<file path="src/rtl/qspi_pkg.sv">
package qspi_pkg;
  typedef enum logic [1:0] {ST_IDLE, ST_LEAD, ST_SHIFT, ST_GAP} seq_state_e;

  localparam logic [2:0] A_MODE = 3'd0;
  localparam logic [2:0] A_RUN  = 3'd1;
  localparam logic [2:0] A_QCTL = 3'd2;
  localparam logic [2:0] A_STAT = 3'd3;
  localparam logic [2:0] A_PTR  = 3'd4;
  localparam logic [2:0] A_DATA = 3'd5;

  localparam int RGN_TX  = 0;
  localparam int RGN_RX  = 1;
  localparam int RGN_CMD = 2;
  localparam int N_RGN   = 3;

  localparam int MODE_EN   = 15;
  localparam int MODE_BITS = 10;
  localparam int MODE_CPOL = 9;
  localparam int MODE_CPHA = 8;
  localparam int QCTL_CSIV = 8;
  localparam int CMD_KEEP  = 15;
  localparam int CMD_USEB  = 14;
endpackage

</file>
<file path="src/rtl/spi_entry_ram.sv">
module spi_entry_ram #(
  parameter int DEPTH = 16,
  parameter int WIDTH = 16,
  localparam int AW = $clog2(DEPTH)
) (
  input  logic             clk_i,
  input  logic             we_i,
  input  logic [AW-1:0]    waddr_i,
  input  logic [WIDTH-1:0] wdata_i,
  input  logic [AW-1:0]    raddr_a_i,
  output logic [WIDTH-1:0] rdata_a_o,
  input  logic [AW-1:0]    raddr_b_i,
  output logic [WIDTH-1:0] rdata_b_o
);
  logic [WIDTH-1:0] mem_q [DEPTH];

  always_ff @(posedge clk_i) begin
    if (we_i) mem_q[waddr_i] <= wdata_i;
  end

  assign rdata_a_o = mem_q[raddr_a_i];
  assign rdata_b_o = mem_q[raddr_b_i];
endmodule

</file>
<file path="src/rtl/spi_half_timer.sv">
module spi_half_timer #(
  parameter int DIV_W = 8
) (
  input  logic             clk_i,
  input  logic             rst_ni,
  input  logic             restart_i,
  input  logic [DIV_W-1:0] div_i,
  output logic             tick_o
);
  logic [DIV_W-1:0] cnt_q;
  logic [DIV_W-1:0] reload;

  // divisor below 2 behaves as 2
  assign reload = (div_i < DIV_W'(2)) ? DIV_W'(1) : div_i - DIV_W'(1);
  assign tick_o = (cnt_q == '0);

  always_ff @(posedge clk_i or negedge rst_ni) begin
    if (!rst_ni)                  cnt_q <= '0;
    else if (restart_i || tick_o) cnt_q <= reload;
    else                          cnt_q <= cnt_q - DIV_W'(1);
  end
endmodule

</file>
<file path="src/rtl/spi_bit_shifter.sv">
module spi_bit_shifter #(
  parameter int W     = 16,
  parameter int CNT_W = 5
) (
  input  logic             clk_i,
  input  logic             rst_ni,
  input  logic             load_i,
  input  logic [W-1:0]     tx_i,
  input  logic [CNT_W-1:0] nbits_i,
  input  logic             shift_i,
  input  logic             sample_i,
  input  logic             miso_i,
  output logic             mosi_o,
  output logic [W-1:0]     rx_o,
  output logic [W-1:0]     rx_next_o
);
  logic [W-1:0]     tx_q, rx_q;
  logic [CNT_W-1:0] lsh;

  assign lsh       = CNT_W'(W) - nbits_i;
  assign mosi_o    = tx_q[W-1];
  assign rx_o      = rx_q;
  assign rx_next_o = {rx_q[W-2:0], miso_i};

  always_ff @(posedge clk_i or negedge rst_ni) begin
    if (!rst_ni) begin
      tx_q <= '0;
      rx_q <= '0;
    end else if (load_i) begin
      tx_q <= tx_i << lsh;
      rx_q <= '0;
    end else begin
      if (shift_i)  tx_q <= {tx_q[W-2:0], 1'b0};
      if (sample_i) rx_q <= rx_next_o;
    end
  end
endmodule

</file>
<file path="src/rtl/queued_spi_master.sv">
module queued_spi_master
  import qspi_pkg::*;
#(
  parameter int DEPTH  = 16,
  parameter int DATA_W = 16,
  parameter int CS_N   = 4,
  parameter int DIV_W  = 8
) (
  input  logic              clk_i,
  input  logic              rst_ni,
  input  logic              bus_req_i,
  input  logic              bus_we_i,
  input  logic [2:0]        bus_addr_i,
  input  logic [DATA_W-1:0] bus_wdata_i,
  output logic [DATA_W-1:0] bus_rdata_o,
  output logic              sck_o,
  output logic              mosi_o,
  input  logic              miso_i,
  output logic [CS_N-1:0]   cs_o
);
  localparam int IDX_W  = $clog2(DEPTH);
  localparam int BITS_W = $clog2(DATA_W);
  localparam int HALF_W = $clog2(2 * DATA_W);

  // configuration
  logic              en_q, cpol_q, cpha_q, cs_idle_q;
  logic [BITS_W-1:0] mbits_q;
  logic [DIV_W-1:0]  div_q;
  logic [IDX_W-1:0]  last_q;
  logic [1:0]        ptr_rgn_q;
  logic [IDX_W-1:0]  ptr_idx_q;

  // sequencer
  seq_state_e        state_q;
  logic [IDX_W-1:0]  idx_q;
  logic [HALF_W-1:0] half_q, nbits_q, nb_new;
  logic              keep_q, go_q, done_q;
  logic [CS_N-1:0]   csel_q;

  logic wr, rd, idle, go_accept, tick;
  logic edge_now, last_half, do_sample, do_shift, entry_end, is_last, load, in_entry;
  logic [IDX_W-1:0]  eng_rd_idx;
  logic [DATA_W-1:0] bus_rd [N_RGN];
  logic [DATA_W-1:0] eng_rd [N_RGN];
  logic [DATA_W-1:0] rx_q, rx_next, rx_wdata, data_rd, mode_rd, qctl_rd;
  logic              sh_mosi;

  assign wr        = bus_req_i & bus_we_i;
  assign rd        = bus_req_i & ~bus_we_i;
  assign idle      = (state_q == ST_IDLE);
  assign go_accept = wr && bus_addr_i == A_RUN && bus_wdata_i[0] && en_q && idle;

  // ---------------- register file ----------------
  always_ff @(posedge clk_i or negedge rst_ni) begin
    if (!rst_ni) begin
      en_q      <= 1'b0;
      cpol_q    <= 1'b0;
      cpha_q    <= 1'b0;
      mbits_q   <= '0;
      div_q     <= '0;
      last_q    <= '0;
      cs_idle_q <= 1'b1;
      ptr_rgn_q <= '0;
      ptr_idx_q <= '0;
    end else begin
      if (wr && idle && bus_addr_i == A_MODE) begin
        en_q    <= bus_wdata_i[MODE_EN];
        mbits_q <= bus_wdata_i[MODE_BITS +: BITS_W];
        cpol_q  <= bus_wdata_i[MODE_CPOL];
        cpha_q  <= bus_wdata_i[MODE_CPHA];
        div_q   <= bus_wdata_i[DIV_W-1:0];
      end
      if (wr && idle && bus_addr_i == A_QCTL) begin
        last_q    <= bus_wdata_i[IDX_W-1:0];
        cs_idle_q <= bus_wdata_i[QCTL_CSIV];
      end
      if (wr && bus_addr_i == A_PTR) begin
        ptr_rgn_q <= bus_wdata_i[IDX_W +: 2];
        ptr_idx_q <= bus_wdata_i[IDX_W-1:0];
      end else if (bus_req_i && bus_addr_i == A_DATA) begin
        ptr_idx_q <= ptr_idx_q + IDX_W'(1);
      end
    end
  end

  // ---------------- entry memories ----------------
  for (genvar g = 0; g < N_RGN; g++) begin : g_ram
    logic              we;
    logic [IDX_W-1:0]  wa;
    logic [DATA_W-1:0] wd;
    if (g == RGN_RX) begin : g_eng
      assign we = entry_end;
      assign wa = idx_q;
      assign wd = rx_wdata;
    end else begin : g_bus
      assign we = wr && bus_addr_i == A_DATA && ptr_rgn_q == 2'(g);
      assign wa = ptr_idx_q;
      assign wd = bus_wdata_i;
    end
    spi_entry_ram #(.DEPTH(DEPTH), .WIDTH(DATA_W)) u_ram (
      .clk_i    (clk_i),
      .we_i     (we),
      .waddr_i  (wa),
      .wdata_i  (wd),
      .raddr_a_i(ptr_idx_q),
      .rdata_a_o(bus_rd[g]),
      .raddr_b_i(eng_rd_idx),
      .rdata_b_o(eng_rd[g])
    );
  end

  always_comb begin
    case (ptr_rgn_q)
      2'd0:    data_rd = bus_rd[RGN_TX];
      2'd1:    data_rd = bus_rd[RGN_RX];
      2'd2:    data_rd = bus_rd[RGN_CMD];
      default: data_rd = '0;
    endcase
  end

  assign mode_rd = DATA_W'({en_q, 1'b0, mbits_q, cpol_q, cpha_q, div_q});
  assign qctl_rd = DATA_W'({cs_idle_q, 8'(last_q)});

  always_comb begin
    bus_rdata_o = '0;
    if (rd) begin
      case (bus_addr_i)
        A_MODE:  bus_rdata_o = mode_rd;
        A_RUN:   bus_rdata_o = DATA_W'(go_q);
        A_QCTL:  bus_rdata_o = qctl_rd;
        A_STAT:  bus_rdata_o = DATA_W'(done_q);
        A_PTR:   bus_rdata_o = DATA_W'({ptr_rgn_q, ptr_idx_q});
        A_DATA:  bus_rdata_o = data_rd;
        default: bus_rdata_o = '0;
      endcase
    end
  end

  // ---------------- timing and shifting ----------------
  spi_half_timer #(.DIV_W(DIV_W)) u_timer (
    .clk_i    (clk_i),
    .rst_ni   (rst_ni),
    .restart_i(go_accept),
    .div_i    (div_q),
    .tick_o   (tick)
  );

  assign edge_now  = (state_q == ST_SHIFT) && tick;
  assign last_half = half_q == HALF_W'({nbits_q[HALF_W-2:0], 1'b0} - 1'b1);
  assign do_sample = edge_now && (half_q[0] == cpha_q);
  assign do_shift  = edge_now && (half_q[0] != cpha_q) && (half_q != '0) && !last_half;
  assign entry_end = edge_now && last_half;
  assign is_last   = (idx_q == last_q);
  assign load      = go_accept || (entry_end && !is_last && keep_q)
                   || (state_q == ST_GAP && tick);
  assign eng_rd_idx = idle ? '0 : idx_q + IDX_W'(1);
  assign rx_wdata   = do_sample ? rx_next : rx_q;

  always_comb begin
    if (!eng_rd[RGN_CMD][CMD_USEB]) nb_new = HALF_W'(8);
    else if (mbits_q == '0)         nb_new = HALF_W'(DATA_W);
    else                            nb_new = HALF_W'(mbits_q);
  end

  spi_bit_shifter #(.W(DATA_W), .CNT_W(HALF_W)) u_shift (
    .clk_i    (clk_i),
    .rst_ni   (rst_ni),
    .load_i   (load),
    .tx_i     (eng_rd[RGN_TX]),
    .nbits_i  (nb_new),
    .shift_i  (do_shift),
    .sample_i (do_sample),
    .miso_i   (miso_i),
    .mosi_o   (sh_mosi),
    .rx_o     (rx_q),
    .rx_next_o(rx_next)
  );

  // ---------------- sequencer ----------------
  always_ff @(posedge clk_i or negedge rst_ni) begin
    if (!rst_ni) begin
      state_q <= ST_IDLE;
      idx_q   <= '0;
      half_q  <= '0;
      nbits_q <= HALF_W'(8);
      keep_q  <= 1'b0;
      csel_q  <= '0;
      go_q    <= 1'b0;
      done_q  <= 1'b0;
    end else begin
      if (load) begin
        keep_q  <= eng_rd[RGN_CMD][CMD_KEEP];
        csel_q  <= eng_rd[RGN_CMD][CS_N-1:0];
        nbits_q <= nb_new;
      end
      if (entry_end && is_last)                            done_q <= 1'b1;
      else if (wr && bus_addr_i == A_STAT && bus_wdata_i[0]) done_q <= 1'b0;
      unique case (state_q)
        ST_IDLE: if (go_accept) begin
          state_q <= ST_LEAD;
          idx_q   <= '0;
          go_q    <= 1'b1;
        end
        ST_LEAD: if (tick) begin
          state_q <= ST_SHIFT;
          half_q  <= '0;
        end
        ST_SHIFT: if (tick) begin
          if (!last_half) begin
            half_q <= half_q + HALF_W'(1);
          end else if (is_last) begin
            state_q <= ST_IDLE;
            go_q    <= 1'b0;
          end else if (keep_q) begin
            state_q <= ST_LEAD;
            idx_q   <= idx_q + IDX_W'(1);
          end else begin
            state_q <= ST_GAP;
          end
        end
        ST_GAP: if (tick) begin
          state_q <= ST_LEAD;
          idx_q   <= idx_q + IDX_W'(1);
        end
        default: state_q <= ST_IDLE;
      endcase
    end
  end

  // ---------------- pins ----------------
  assign in_entry = (state_q == ST_LEAD) || (state_q == ST_SHIFT);
  assign sck_o    = cpol_q ^ ((state_q == ST_SHIFT) & half_q[0]);
  assign mosi_o   = in_entry & sh_mosi;

  for (genvar i = 0; i < CS_N; i++) begin : g_cs
    assign cs_o[i] = (in_entry && csel_q[i]) ? ~cs_idle_q : cs_idle_q;
  end
endmodule

</file>
<file path="config.mk">
export PLATFORM = sky130hd
export DESIGN_NAME = queued_spi_master
export DESIGN_NICKNAME = d
export VERILOG_FILES = /design/src/rtl/qspi_pkg.sv /design/src/rtl/spi_entry_ram.sv /design/src/rtl/spi_half_timer.sv /design/src/rtl/spi_bit_shifter.sv /design/src/rtl/queued_spi_master.sv
export SDC_FILE = /design/constraint.sdc
export NUM_CORES = 1
export LEC_CHECK = 0
export BUFFER_PORTS_ARGS = -buffer_cell sky130_fd_sc_hd__buf_4
export CORE_UTILIZATION = 46
export DETAILED_ROUTE_END_ITERATION = 8
export PLACE_DENSITY = 0.58
export SLEW_MARGIN = 20
export SYNTH_ARGS = -nofsm -noshare
export SYNTH_HDL_FRONTEND = slang
export SYNTH_SLANG_ARGS = --single-unit
</file>
<file path="constraint.sdc">
create_clock -name clk_i -period 5.4 [get_ports clk_i]
set_input_delay 0.81 -clock clk_i [delete_from_list [all_inputs] [get_ports clk_i]]
set_output_delay 0.81 -clock clk_i [all_outputs]
set_load 0.005 [all_outputs]
</file>
# Yosys cells after proc, flatten, opt, wreduce, memory -nomap -nowiden
# Memories as Yosys holds them, arrays and structs flattened.
# Cells that the tools add are included.
op_classes:
  addsub: 7
  order_cmp: 1
  n_eq_ne: 23
  n_shift: 1
  n_mux: 50
  n_bitwise: 7
  n_reduce_logical: 50
ops:
  columns: ["operator", "count"]
  rows:
  - ["case mux 16 bit (6 select lines)", 1]
  - ["2-to-1 mux 16 bit", 5]
  - ["case mux 16 bit (3 select lines)", 1]
  - ["2-to-1 mux 4 bit", 9]
  - ["logical AND 1 bit", 28]
  - ["2-to-1 mux 5 bit", 5]
  - ["2-to-1 mux 1 bit", 16]
  - ["2-to-1 mux 8 bit", 2]
  - ["inequality test 2 bit (second input constant)", 8]
  - ["left shift 16 x 5 -> 16 bit", 1]
  - ["subtractor 8 x 1 -> 8 bit (second input constant)", 2]
  - ["2-to-1 mux 2 bit", 7]
  - ["case mux 4 bit (3 select lines)", 1]
  - ["case mux 5 bit (2 select lines)", 1]
  - ["AND reduction 5 bit", 2]
  - ["nonzero test 2 bit", 5]
  - ["adder 4 x 1 -> 4 bit (second input constant)", 2]
  - ["zero test 8 bit", 1]
  - ["< comparator 8 x 2 -> 1 bit (second input constant)", 1]
  - ["case mux 2 bit (4 select lines)", 1]
  - ["AND reduction 7 bit", 1]
  - ["equality test 2 bit (second input constant)", 3]
  - ["equality test 3 x 2 -> 1 bit (second input constant)", 2]
  - ["equality test 3 bit (second input constant)", 2]
  - ["22 further kinds", 32]
totals:
  regBits: 88
  ramBits: 768
  inputBits: 24
  output_inout_bits: 22
  memories: 3
mem_list:
  columns: ["name", "words", "width", "rd", "rd_clocked_by_memory_dff", "wr", "line", "source"]
  rows:
  - ["g_ram[0].u_ram.mem_q", 16, 16, 2, 0, 1, "spi_entry_ram.sv:15", "logic [WIDTH-1:0] mem_q [DEPTH];"]
  - ["g_ram[1].u_ram.mem_q", 16, 16, 1, 0, 1, "spi_entry_ram.sv:15", null]
  - ["g_ram[2].u_ram.mem_q", 16, 16, 2, 0, 1, "spi_entry_ram.sv:15", null]

# Depth between registers and ports, before layout
# Gate-level depths: netlist of run 1.
depth:
  ltp_word: 8
  mapped_depth: 22

# Hierarchy
# A second synthesis of run 1 with hierarchy kept.
hier_totals:
  hier_cells: 2302
  area_unflattened_um2: 41456.0
by_module_without_submodules:
  columns: ["module", "n_inst", "cells_per_inst", "area_per_inst_um2", "seq_area_each_um2"]
  rows:
  - ["spi_entry_ram (g_ram[1].u_ram ...)", 2, 553, 11728.7, 7687.4]
  - ["spi_entry_ram (g_ram[0].u_ram)", 1, 553, 11695.0, 7687.4]
  - ["queued_spi_master", 1, 371, 3479.6, 1203.7]
  - ["spi_bit_shifter", 1, 216, 2254.7, 800.8]
  - ["spi_half_timer", 1, 56, 569.3, 200.2]

# Least setup slack after synthesis of run 1
# No wires, ideal clock.
synth_timing:
  path_kind: "reg-to-reg"
  start: "register idx_q[0], in the netlist g_ram[1].wa[0]"
  end: "register u_shift.tx_q[13]"
  setup_time_ns: 0.065
  arrival_ns: 4.845
  t_required_ns: 5.335
  setup_slack_ns: 0.490
  path_stages_with_launch: 21
  path_cell_list: "dfrtp_1 -> buf_2 -> inv_1 -> buf_2 -> buf_1 -> clkbuf_1 -> clkbuf_1 -> ha_1 -> buf_2 -> nor2b_1 -> clkbuf_1 -> o21ai_0 -> a31o_2 -> mux2i_1 -> nand2_1 -> ha_1 -> xnor2_4 -> mux2_2 -> o21a_1 -> o221ai_1 -> o21a_1"
synth_via:
  elab_chain_cells: 7
  word_cells_on_any_way: 15
synth_rtl:
  columns: ["item", "line", "source"]
  rows:
  - ["start, declared", "queued_spi_master.sv:35", "logic [IDX_W-1:0] idx_q;"]
  - ["start signal, assigned", "queued_spi_master.sv:216", "idx_q <= idx_q + IDX_W'(1);"]
  - ["start signal, assigned", "queued_spi_master.sv:223", "idx_q <= idx_q + IDX_W'(1);"]
  - ["adder 4 x 1 -> 4 bit or equality test 4 bit (tied branches)", "queued_spi_master.sv:156, queued_spi_master.sv:153", null]
  - ["2-to-1 mux 4 bit or zero test 1 bit (tied branches)", "queued_spi_master.sv:156, queued_spi_master.sv:154", null]
  - ["memory (16 x 16 bit) or logical AND 1 bit (tied branches)", null, null]
  - ["2-to-1 mux 5 bit or logical AND 1 bit (tied branches)", "queued_spi_master.sv:160, queued_spi_master.sv:154", null]
  - ["subtractor 5 bit or logical OR 1 bit (tied branches)", "spi_bit_shifter.sv:20, queued_spi_master.sv:154", null]
  - ["left shift 16 x 5 -> 16 bit or logical OR 1 bit (tied branches)", "spi_bit_shifter.sv:30, queued_spi_master.sv:155", null]
  - ["2-to-1 mux 16 bit or nonzero test 2 bit (tied branches)", null, null]
  - ["end signal, assigned", "spi_bit_shifter.sv:30", "tx_q <= tx_i << lsh;"]
  - ["end signal, assigned", "spi_bit_shifter.sv:33", "if (shift_i) tx_q <= {tx_q[W-2:0], 1'b0};"]
  - ["end, declared", "spi_bit_shifter.sv:17", "logic [W-1:0] tx_q, rx_q;"]
# Parallel ways exist; a longest one is shown, timed or not.
# A chain may end at the register's enable or synchronous reset.

# Worst setup path after layout of run 1
layout_timing:
  start: "register ptr_idx_q[0], in the netlist g_ram[0].wa[0]"
  end: "output bus_rdata_o[5]"
layout_via:
  elab_chain_cells: 4
  word_cells_on_any_way: 6
layout_rtl:
  columns: ["item", "line", "source"]
  rows:
  - ["start, declared", "queued_spi_master.sv:31", "logic [IDX_W-1:0] ptr_idx_q;"]
  - ["start signal, assigned", "queued_spi_master.sv:79", "ptr_idx_q <= bus_wdata_i[IDX_W-1:0];"]
  - ["start signal, assigned", "queued_spi_master.sv:81", "ptr_idx_q <= ptr_idx_q + IDX_W'(1);"]
  - ["memory (16 x 16 bit)", null, null]
  - ["case mux 16 bit (3 select lines) (*)", "queued_spi_master.sv:113", "case (ptr_rgn_q)"]
  - ["case mux 16 bit (6 select lines) (*)", "queued_spi_master.sv:127", "case (bus_addr_i)"]
  - ["2-to-1 mux 16 bit (*)", "queued_spi_master.sv:126", "if (rd) begin"]
  - ["end, declared", "queued_spi_master.sv:15", "output logic [DATA_W-1:0] bus_rdata_o,"]
# Every way passes the cells marked *; elsewhere a longest branch is shown, timed or not.

==> impl_metrics.toml, run 1 <==
[logic_synthesis]
postSynthCellCount = 2188
syn_area_per_cell_um2 = 17.41
synth_edf_count = 768
synth_fp_nets = 2231
synth_warnings = 0
ys_ff_latch = 856
async_flop_share_pct = 10.28
synth_ff_type = "edfxtp_1"
synthesis.area_um2 = 38080
ys_seq_area_share_pct = 66.34
synthDistinctLibCells = 77

[grt]
grtUsageMet2_pct = 40.92
grt_max_degree = 82
antenna_found_initial = 3
grt-busiest-layer = "met2"
track_usage_pct = 26.48
use_met3_pct = 6.429
overflow = 0
grt_pass1_wl_um = 156800
grt_pass1_vias = 22164
use_met1_pct = 37.24

[floorplan]
die-area_um2 = 83950
io_pins = 46
start_util_pct = 46.46
core_um2 = 81980
fp.dieW_um = 289.7
die_height_um = 289.7
rows = 105

[route]
firstDrtPassIters = 5
wirelength_um = 109600
detail-route-antenna-nets = 0
drtIter0Drc = 2378
drc = 0
wire_per_inst_um = 32.04
via_per_inst = 6.468
vias = 22122

[cts]
clk_latency_ns = 0.65
path_clk_slew_ns = 0.06
root_buffer = "clkbuf_16"
ctsHoldBuffers = 0
post_cts_buffers = 0
numClockSinks = 856
cts-htree-levels = 3
clock_tree.buffer_depth = 3
cts_tree = "built"
cts_buffers = 91
cts_resized = 0

[sta]
fmax_mhz = 201.5
maxSlewHeadroom_pct = 25.26
setup_tns_ns = 0
period_share_pct = 91.90
maxSlewViolCount = 0
tightest_slew_ns = 1.116
fin_skew_ns = 0.02141
period_needed_ns = 4.962
hold_viol = 0
rsz0062_at_grt = "false"
whs_ns = 0.2628
setup_viol = 0

[status]
status = "complete, no violations"

[setup_path]
slowest_delay_ns = 0.85
worstRegToRegCells = 14
crit_required_ns = 4.59
crit_chain = "buf_4 > mux4_2 > mux4_2 > mux2i_1 > o22ai_1 > a222oi_1 > nor2_1 > buf_4"
path_class = "flip-flop to primary output"
end_kind = "primary output"
slowest_stage = "dfrtp_4"
arrival_ns = 4.15
crit_fanout = 37
cp-start-kind = "flip-flop"

[pwr]
cellLeakagePower_nw = 14.14
power_density_nw_per_um2 = 468.4
irDropWorstVdd_v = 0.0003261

[placement]
portBuffers = 45
gp_congestion = 0.8798
hpwl_um = 65570

[final_layout]
antenna_cells = 0
drive_above_1_share_pct = 28.85
area_delta_synth_final_pct = 13.61
fin_nets = 2314

[hold_path]
hp-class = "primary input to asynchronous set/reset pin"

[flow_run]
max-cap-violations = 0
==> layout make-up <==
type,count,area [um2]
fill,6529,38710
sequential,856,25280
clock inverter,58,648.1
inverter,54,202.7
timing repair buffer,140,1151
clock buffer,114,2394
tap,1070,1339
multi-input combinational,1128,12250
==> metrics by stage <==
step	instance area (um2)	power (mW)	cells	util [%]	setup slack (ns)
CTS	43260	20.29	3420	52.77	0.4207
detailed placement	40220	13.96	3248	49.06	0.7304
global placement	40220	13.90	3248	49.06	0.8067
floorplan	38080	11.87	2188	-	0.4900
finish	43270	20.27	3420	52.78	0.4376
global route	43270	20.98	3420	52.78	0.2258
==> worst paths after layout <==
check	endpoint	slack (ns)	startpoint
worst max-delay path	bus_rdata_o[5]	0.44	g_ram[0].wa[0]
worst min-delay path	u_shift.tx_q[4]	0.26	rst_ni
worst max register to register	u_shift.tx_q[14]	0.58	g_ram[1].wa[1]
worst min register to register	done_q	0.48	done_q
max in group asynchronous	u_shift.rx_o[5]	4.14	rst_ni
min in group clk_i	done_q	0.48	done_q
==> cell usage after synthesis, types with 4 or more instances <==
cell / n / share of area, %
o21bai_1: 6 / 0.12
inv_1: 54 / 0.53
mux2i_1: 74 / 1.9
a211o_1: 8 / 0.18
o211ai_1: 8 / 0.16
or3_1: 6 / 0.099
a22oi_1: 19 / 0.37
a222oi_1: 4 / 0.11
nor4b_1: 5 / 0.11
mux4_2: 277 / 16
a32oi_1: 5 / 0.11
nand2b_1: 6 / 0.099
a221oi_1: 4 / 0.092
a211oi_1: 12 / 0.24
buf_1: 28 / 0.28
nand4_1: 4 / 0.066
a22o_1: 8 / 0.18
a31oi_1: 14 / 0.23
a41oi_1: 4 / 0.092
a311oi_1: 6 / 0.14
nor2_1: 94 / 0.93
nand3_1: 11 / 0.14
nor3b_1: 6 / 0.12
buf_2: 28 / 0.37
o21ai_0: 60 / 0.79
o221ai_1: 24 / 0.55
ha_1: 19 / 0.62
o21a_1: 16 / 0.32
nand2_1: 124 / 1.2
and3_1: 10 / 0.16
and4_1: 5 / 0.11
clkbuf_1: 90 / 0.89
o31ai_1: 5 / 0.099
a21oi_1: 32 / 0.42
dfrtp_1: 86 / 5.7
o22ai_1: 55 / 0.90
mux2_2: 43 / 1.3
nor3_1: 45 / 0.59
nor2b_1: 12 / 0.20
and2_1: 19 / 0.31
xnor2_1: 21 / 0.48
edfxtp_1: 768 / 61
xor2_1: 11 / 0.25
==> where the power goes <==
part / leakage [nW] / internal [mW] / switching, mW / total (mW)
Clock: 1.47 / 3.70 / 2.65 / 6.35
Sequential: 8.01 / 7.41 / 0.453 / 7.86
Combinational: 4.66 / 2.54 / 3.51 / 6.05
Total: 14.1 / 13.6 / 6.62 / 20.3
==> kinds of logic (layout without fill, tap and decap cells) <==
logic type	Yosys count	count (layout)	synth area share, %
XOR/XNOR	35	35	0.8936
AO/OA/AOI/OAI	313	313	5.733
multiplexers	394	394	19.60
adder cells (fa/ha/maj)	19	19	0.6242
AND/OR/NAND/NOR	367	367	4.655
flip-flops	856	856	66.34
buffers and inverters	204	366	2.152
==> routing by layer <==
metal  wire [um]  part of all wire [%]
met3       10470                   9.6
met2       51360                    47
met4        3139                   2.9
met5          23                 0.021
met1       44580                    41
==> cells in the final DEF, fill, tap and decap left out, types with 32 or more instances in the layout <==
master / Yosys / final
clkbuf_16: 0 / 91
o21ai_0: 60 / 60
o22ai_1: 55 / 55
buf_4: 3 / 132
a21oi_1: 32 / 32
nand2_1: 124 / 124
mux2_2: 43 / 43
nor2_1: 94 / 73
inv_1: 54 / 53
mux4_2: 277 / 277
mux2i_1: 74 / 73
dfrtp_1: 86 / 81
edfxtp_1: 768 / 768
==> state kept, by name, summed over array words and instances, names as in the netlist, 4 cells and up <==
| name | flops |
|---|---|
| mbits_q | 4 |
| u_shift.rx_o | 16 |
| g_ram.wa | 8 |
| last_q | 4 |
| half_q | 5 |
| csel_q | 4 |
| nbits_q | 4 |
| g_ram.u_ram.mem_q | 768 |
| u_timer.cnt_q | 8 |
| div_q | 8 |
| u_shift.tx_q | 16 |
==> critical path, delay by kind of cell (launching register included) <==
family,cells,cell delay [ns]
multiplexers,3,1.11
flip-flops,1,0.85
buffers and inverters,2,0.83
AO/OA/AOI/OAI,2,0.46
AND/OR/NAND/NOR,1,0.18
Note: power is estimated with default switching activity, not from simulation.
==> run 2, diff against run 1 <==
Settings changed: CORE_ASPECT_RATIO set to 1.1, CORE_UTILIZATION 46 to 63, PLACE_DENSITY 0.58 to 0.77.
==> run 2 against run 1 <==
Against the previous run:
- first-iteration DRC count increased by 37%
- utilization grew 19 points
- clock power decreased by 5.5%
- setup slack improved by 0.015 ns
- clock skew up 0.0038 ns
- sequential share of layout area is 0.84 points higher
- critical path depth did not move
- global-route usage up 7.5 points
- via count is 1.7% higher
- largest power group unchanged
- highest routed layer unchanged
==> impl_metrics.toml, run 2 (synthesis results as in run 1) <==
[grt]
antenna_found_initial = 4
grt_pass1_wl_um = 149300
overflow = 0
grt_max_degree = 66
track_usage_pct = 34.01
grt_pass1_vias = 22551

[cts]
cts_tree = "built"
ctsHoldBuffers = 0
path_clk_slew_ns = 0.06
cts_buffers = 84
numClockSinks = 856
clock_tree.buffer_depth = 3
post_cts_buffers = 0
clk_latency_ns = 0.64
cts_resized = 0
cts-htree-levels = 3
root_buffer = "clkbuf_16"

[final_layout]
nFillCells = 3569
fin_nets = 2307
multi_input_area_um2 = 12240
largest_register_ffs = 768
top_register = "g_ram.u_ram.mem_q"
final_common_cell = "edfxtp_1"
final_cell_mix = "768 x edfxtp_1, 277 x mux4_2, 133 x buf_4"
regArea_um2 = 25280
area_delta_synth_final_pct = 11.99
drive_above_1_share_pct = 28.57

[sta]
period_share_pct = 91.62
period_needed_ns = 4.947
rsz0062_at_grt = "false"
finalWorstSetupSlack_ns = 0.4528
tightest_slew_ns = 1.185
maxSlewViolCount = 0
maxSlewHeadroom_pct = 20.88
setup_viol = 0
hold_viol = 0
whs_ns = 0.1750
setup_tns_ns = 0
fmax_mhz = 202.1
fin_skew_ns = 0.02524

[pwr]
internal_power_mw = 13.44
switching_share_pct = 32.08
power_mw = 19.79
power_density_nw_per_um2 = 464.0
cellLeakagePower_nw = 14.04
net-switching-power_mw = 6.349
p_seq_share_pct = 39.8
power_frac_clock_pct = 30.3
irDropWorstVdd_v = 0.0003542
comb_power_share_pct = 29.9

[setup_path]
arrival_ns = 4.14
cp-start-kind = "flip-flop"
end_kind = "primary output"
r2r-start = "state_q[0]"
critPathLaunch = "g_ram[0].wa[1]"
crit_fanout = 35
path_class = "flip-flop to primary output"
crit_required_ns = 4.59

[status]
status = "complete, no violations"

[route]
via_per_inst = 7.264
drtIter0Drc = 3253
wire_per_inst_um = 33.02
detail-route-antenna-nets = 0
firstDrtPassIters = 5
vias = 22503
wirelength_um = 102300
drc = 0

[placement]
post-place-ws_ns = 1.016
hpwl_um = 60890
gp_congestion = 0.9257
portBuffers = 45

[flow_run]
max-cap-violations = 0

[floorplan]
die-area_um2 = 61440
io_pins = 46
die_height_um = 259.9
rows = 94
core_um2 = 59750
start_util_pct = 63.74
fp.dieW_um = 236.4

[hold_path]
hp-class = "primary input to asynchronous set/reset pin"
run 2: through the flow:
stage / instances / area (um2) / utilization [%]
CTS: 3095 / 42610 / 71.32
detailed placement: 2945 / 39800 / 66.61
floorplan: 2188 / 38080 / -
global placement: 2945 / 39800 / 66.61
finish: 3098 / 42650 / 71.39
global route: 3096 / 42650 / 71.38
run 2: critical path, stage by stage, from the launching register on:
cell      delay (ns)
dfrtp_4         0.91
buf_4           0.58
mux4_2          0.57
mux4_2          0.48
inv_1           0.11
o22ai_1         0.09
a222oi_1        0.48
nor2_1          0.09
buf_4           0.17
run 2: power groups by stage:
stage	logic, mW	clock network, mW	registers [mW]
global placement	5.64	0	8.03
detailed placement	5.71	0	8.04
floorplan	4.19	0	7.68
global route	6.22	6.26	7.90
finish	5.92	6.00	7.87
CTS	5.75	6.02	7.91
run 2: worst paths after layout:
kind                       slack [ns]  cells past startpoint               end
setup / recovery                 0.45                      8    bus_rdata_o[0]
hold / removal                   0.17                      1  u_shift.rx_o[12]
setup reg to reg                 1.05                     13  u_shift.tx_q[13]
hold reg to reg                  0.49                      1   u_shift.tx_q[3]
max in group asynchronous        4.02                      2    g_ram[0].wa[0]
min in group clk_i               0.49                      1   u_shift.tx_q[3]
run 2: cell type report:
class	count	share of cell area (%)
Multi-Input combinational cell	1128	28.71
Timing Repair Buffer	140	2.687
Clock buffer	103	5.363
Tap cell	768	2.253
Inverter	54	0.4752
Clock inverter	47	1.229
Sequential cell	856	59.27
Antenna cell	2	0.01173
run 2: metal layers:
layer  wire length, um  track usage [%]
met1             36120            45.13
met2             49640            54.88
met3             11900            7.696
met4              4610            14.66
met5                23                0
